`src/rtl/fsr_pkg.sv`:
```
package fsr_pkg;
    localparam int OVF_BIT    = 0;
    localparam int AVLD_BIT   = 1;
    localparam int CODE_LSB   = 2;
    localparam int CODE_W     = 3;
    localparam int ACC_LSB    = 5;
    localparam int ACC_W      = 3;
    localparam int LVL_LSB    = 8;
    localparam int LVL_W      = 2;
    localparam int IFETCH_BIT = 1;
    localparam int MIN_SW     = LVL_LSB + LVL_W;
endpackage

```
`src/rtl/fsr_status_next.sv`:
```
module fsr_status_next
    import fsr_pkg::*;
#(
    parameter int SW = 32
) (
    input  logic [SW-1:0]     cur_sts,
    input  logic [CODE_W-1:0] code,
    input  logic [ACC_W-1:0]  acc,
    input  logic [LVL_W-1:0]  lvl,
    output logic [SW-1:0]     new_sts
);
    always_comb begin
        new_sts = '0;
        new_sts[OVF_BIT]              = |cur_sts;
        new_sts[AVLD_BIT]             = 1'b1;
        new_sts[CODE_LSB +: CODE_W]   = code;
        new_sts[ACC_LSB +: ACC_W]     = acc;
        new_sts[LVL_LSB +: LVL_W]     = lvl;
    end
endmodule

```
`src/rtl/fsr_trap_pick.sv`:
```
module fsr_trap_pick
    import fsr_pkg::*;
(
    input  logic             valid,
    input  logic [ACC_W-1:0] acc,
    input  logic             nofault_mode,
    input  logic             traps_en,
    output logic             want_instr,
    output logic             want_data
);
    logic allow;
    always_comb begin
        allow      = valid && !nofault_mode && traps_en;
        want_instr = allow && acc[IFETCH_BIT];
        want_data  = allow && !acc[IFETCH_BIT];
    end
endmodule

```
`src/rtl/fault_status_rec.sv`:
```
module fault_status_rec
    import fsr_pkg::*;
#(
    parameter int AW = 32,
    parameter int SW = 32
) (
    input  logic                 clk,
    input  logic                 rst_n,
    input  logic                 fault_valid,
    input  logic [CODE_W-1:0]    fault_code,
    input  logic [LVL_W-1:0]     fault_level,
    input  logic [ACC_W-1:0]     fault_acc,
    input  logic [AW-1:0]        fault_vaddr,
    input  logic                 nofault_mode,
    input  logic                 traps_en,
    input  logic                 status_rd,
    output logic [SW-1:0]        status_rdata,
    output logic [AW-1:0]        fault_addr,
    output logic                 trap_instr,
    output logic                 trap_data
);
    typedef struct packed {
        logic [SW-1:0] sts;
        logic [AW-1:0] far;
        logic          t_i;
        logic          t_d;
    } rec_t;

    rec_t          st_d, st_q;
    logic [SW-1:0] fault_sts;
    logic          pick_i, pick_d;

    initial begin
        if (SW < MIN_SW) $error("SW too narrow for status fields");
    end

    fsr_status_next #(.SW(SW)) u_next (
        .cur_sts (st_q.sts),
        .code    (fault_code),
        .acc     (fault_acc),
        .lvl     (fault_level),
        .new_sts (fault_sts)
    );

    fsr_trap_pick u_pick (
        .valid        (fault_valid),
        .acc          (fault_acc),
        .nofault_mode (nofault_mode),
        .traps_en     (traps_en),
        .want_instr   (pick_i),
        .want_data    (pick_d)
    );

    always_comb begin
        st_d     = st_q;
        st_d.t_i = 1'b0;
        st_d.t_d = 1'b0;
        if (fault_valid) begin
            st_d.sts = fault_sts;
            st_d.far = fault_vaddr;
            st_d.t_i = pick_i;
            st_d.t_d = pick_d;
        end else if (status_rd) begin
            st_d.sts = '0;
        end
    end

    always_ff @(posedge clk) begin
        if (!rst_n) st_q <= '0;
        else        st_q <= st_d;
    end

    assign status_rdata = st_q.sts;
    assign fault_addr   = st_q.far;
    assign trap_instr   = st_q.t_i;
    assign trap_data    = st_q.t_d;


    addr_valid_chk: assert property (@(posedge clk) disable iff (!rst_n)
        fault_valid |=> status_rdata[AVLD_BIT]);

    overflow_mark_chk: assert property (@(posedge clk) disable iff (!rst_n)
        (fault_valid && (status_rdata != '0)) |=> status_rdata[OVF_BIT]);

    far_load_chk: assert property (@(posedge clk) disable iff (!rst_n)
        fault_valid |=> (fault_addr == $past(fault_vaddr)));

    read_clear_chk: assert property (@(posedge clk) disable iff (!rst_n)
        (status_rd && !fault_valid) |=> (status_rdata == '0));

    one_trap_chk: assert property (@(posedge clk) disable iff (!rst_n)
        $onehot0({trap_instr, trap_data}));

    suppress_chk: assert property (@(posedge clk) disable iff (!rst_n)
        (fault_valid && (nofault_mode || !traps_en)) |=> !(trap_instr || trap_data));

    idle_hold_chk: assert property (@(posedge clk) disable iff (!rst_n)
        (!fault_valid && !status_rd) |=> ($stable(status_rdata) && $stable(fault_addr)
                                          && !trap_instr && !trap_data));
endmodule

```
`config.mk`:
```
export PLATFORM = sky130hd
export DESIGN_NAME = fault_status_rec
export DESIGN_NICKNAME = d
export VERILOG_FILES = /design/src/rtl/fsr_pkg.sv /design/src/rtl/fsr_status_next.sv /design/src/rtl/fsr_trap_pick.sv /design/src/rtl/fault_status_rec.sv
export SDC_FILE = /design/constraint.sdc
export NUM_CORES = 1
export LEC_CHECK = 0
export CAP_MARGIN = 20
export CORE_ASPECT_RATIO = 0.9
export CORE_MARGIN = 2
export CORE_UTILIZATION = 40
export DETAILED_ROUTE_END_ITERATION = 10
export PLACE_DENSITY = 0.84
export SETUP_SLACK_MARGIN = 0.3
export SLEW_MARGIN = 40
export SYNTH_ARGS = -nofsm -noshare
export SYNTH_HDL_FRONTEND = slang
export SYNTH_SLANG_ARGS = --single-unit
```
`constraint.sdc`:
```
create_clock -name clk -period 1.7 [get_ports clk]
set_input_delay 0.34 -clock clk [delete_from_list [all_inputs] [get_ports clk]]
set_output_delay 0.34 -clock clk [all_outputs]
set_load 0.02 [all_outputs]
```
==> key figures <==
Setup path
  • CP endpoint: status_rdata[7]
  • FF-to-FF path depth: 2
  • Reg-to-Reg End: status_rdata[0]
  • Critical Path RT: about 1.4 ns
  • Crit path from: status_rdata[7]
  • WP depth: 1
  • Crit path buffers/inverters: 1
  • Setup CP Type: reg2out
  • Delay-heaviest family, CP: flip-flops
  • CP Cell Sequence: dlygate4sd2_1
  • RR Startpoint: status_rdata[6]
  • Crit Path Max Fanout: 3
  • Worst Setup End Kind: output pin
  • Slowest CP cell: dfxtp_1
  • Reg2reg setup slack: roughly 0.84 ns
  • CP Data Arrival Time: 1.00 ns
  • Slowest stage delay, CP: roughly 0.36 ns
  • Crit path launch type: flip-flop

Drt
  • 1st-pass router iterations: 4
  • ANT nets after route: 0
  • Total wire length: around 3.9 mm
  • # DRC: 0
  • 1st-iter DRT viols: 34
  • Via density: about 4.4
  • Drt wl/cell: between 10 and 15 µm
  • Vias: roughly 1.4k

Pwr
  • Peak VDD IR: ~500 µV
  • P_leak: approximately 1.3 nW
  • Pwr per Cell Area: between 700 and 800 nW/µm²

Global route
  • Largest net degree at the start of global routing: between 50 and 60
  • Gr usage total: between 10% and 20%
  • Vias in the first global route: approximately 1.5k
  • Total grt overflow: 0
  • First-pass GRT wire length: between 6 and 7 mm
  • Initial antenna violation count: 0

Hold path
  • Hold Path Class: reg2reg
  • Hold Startpoint: fault_addr[29]

Clocking
  • Inserted Clock Buffers: 5
  • Deepest clock path buffer count: 2
  • Htree depth: 2
  • Number of clock sinks: 44
  • Postcts setup bufs: 0
  • Root buffer cell: clkbuf_8
  • Skew-Pair Late Insertion Delay: about 0.28 ns
  • CTS tree: built
  • Worst-path clk slew: about 0.08 ns

Outcome
  • Status: finished clean

STA
  • Final setup vio count: 0
  • Max Fclk: approximately 750 MHz
  • Setup TNS: 0 ns
  • Layout Skew: approximately 0.0067 ns
  • Clock period minus worst slack: 1.34 ns
  • Final Max Tran Viols: 0
  • Endpoints failing hold: 0
  • RSZ-0062 raised after global routing: no
  • Period utilisation layout: a little under 80%
  • WHS: roughly 0.52 ns

Synthesis
  • Share of the yosys chip area belonging to registers: ~46%
  • Syn Area/Cell: 10.8 µm²
  • Synth cell types: 18
  • Yosys Warn Count: 0
  • Yosys reg bits: between 40 and 50
  • Synthesized cell area: about 1900 µm²
  • Mapped Cells: around 180

Placement
  • Post-DP HPWL: 2.92 mm
  • RePlAce Congestion: about 0.77
  • IO buf count: 89
  • Placed cell count: 320

Floorplanning
  • Ports: 112
  • Die width: between 70 and 80 µm
  • Initial Util: 42.2%
  • Die area: about 5300 µm²
  • Die height: a little under 70 µm
  • Cell Rows: 23
  • Core box area: approximately 4500 µm²

Run
  • Max Cap Violations: 0

Final layout
  • Area Growth Syn to Fin: 45.0%
  • Nets@finish: 311
  • Share of post-route cells with drive strength above 1: roughly 6.4%
  • Fill cells: about 430
  • Non-filler cells, final: 327
  • Number of antenna diodes: 0
==> cell usage in the layout, fill, tap and decap left out, types with 2 or more instances in the layout <==
| master | n |
|---|---|
| a21oi_1 | 8 |
| buf_4 | 3 |
| clkbuf_8 | 5 |
| clkdlybuf4s50_1 | 44 |
| conb_1 | 22 |
| dfxtp_1 | 44 |
| dlygate4sd2_1 | 44 |
| mux2i_1 | 32 |
| nor2b_1 | 43 |
| nor3b_1 | 2 |
| nor3b_2 | 6 |
| nor4_1 | 2 |
==> logic make-up after synthesis <==
family                 after synthesis  share of synthesized area, %
muxes                               32                          16.8
AOI/OAI and AO/OA                   11                          3.08
buffers and inverters               33                          13.1
DFF                                 44                          46.2
and+or+nand+nor                     56                          20.7
other                                1                         0.197
==> registers in the layout, summed over array words and instances (netlist names) <==
| register | cells |
|---|---|
| fault_addr | 32 |
| status_rdata | 10 |
| trap_data | 1 |
| trap_instr | 1 |
==> per-layer routing <==
layer / GRT usage, % / vias up / share of wire [%]
met4: 4.24 / 0 / 0.36
li1: - / 712 / -
met5: 0 / - / 0
met1: 17.0 / 649 / 42
met3: 5.86 / 2 / 9.7
met2: 25.5 / 64 / 48
==> worst min-delay path by stage <==
stage	end	slack, ns	depth (start not counted)
2_1_floorplan	fault_addr[30]	0.47	1
3_3_place_gp	fault_addr[17]	0.50	2
3_5_place_dp	fault_addr[26]	0.51	2
4_1_cts	fault_addr[26]	0.52	2
5_1_grt	fault_addr[31]	0.54	2
6_report	fault_addr[29]	0.52	2
==> where the power goes <==
part	internal (mW)	switching, mW
Combinational	0.225	0.230
Clock	0.279	0.315
Sequential	1.09	0.0281
Total	1.59	0.573
==> tightest hold or removal path, cell delays in order (launching register included) <==
cell and delay, ns:
dfxtp_1 0.33, mux2i_1 0.07, nor2b_1 0.09
==> cells in the mapped netlist (all sizes together) <==
master	instances	area, µm²
nor3b	8	90.1
nor4	2	12.5
a31oi	1	6.26
nor2b	43	269
conb	1	3.75
and4b	1	10.0
o21a	1	7.51
dfxtp	44	881
o21ai	1	5.00
mux2i	32	320
clkbuf	4	15.0
buf	29	234
and4	1	8.76
nor2	1	3.75
a21oi	8	40.0
==> stage by stage <==
stage / power (mW) / setup slack (ns) / area, µm² / util [%]
final: 2.17 / 0.365 / 2770 / 61.2
after global routing: 2.27 / 0.307 / 2770 / 61.2
after CTS: 2.20 / 0.342 / 2770 / 61.2
after detailed placement: 1.64 / 0.188 / 2740 / 60.7
after global placement: 1.63 / 0.240 / 2740 / 60.7
after floorplan: 1.44 / 0.749 / 1990 / -
==> area by class of cell <==
type / instances / area, µm² / area share, %
sequential: 44 / 881 / 31.9
timing repair buffer: 93 / 873 / 31.6
multi-input combinational: 121 / 856 / 31.0
tap: 62 / 77.6 / 2.81
clock buffer: 6 / 72.6 / 2.62
clock inverter: 1 / 5.00 / 0.181
==> timing repair <==
item                       4_1_cts  5_1_grt
setup endpoints to repair       44        0
resized for setup               44        0
hold buffers                     0        0
Power figures use the tool's default switching activity.
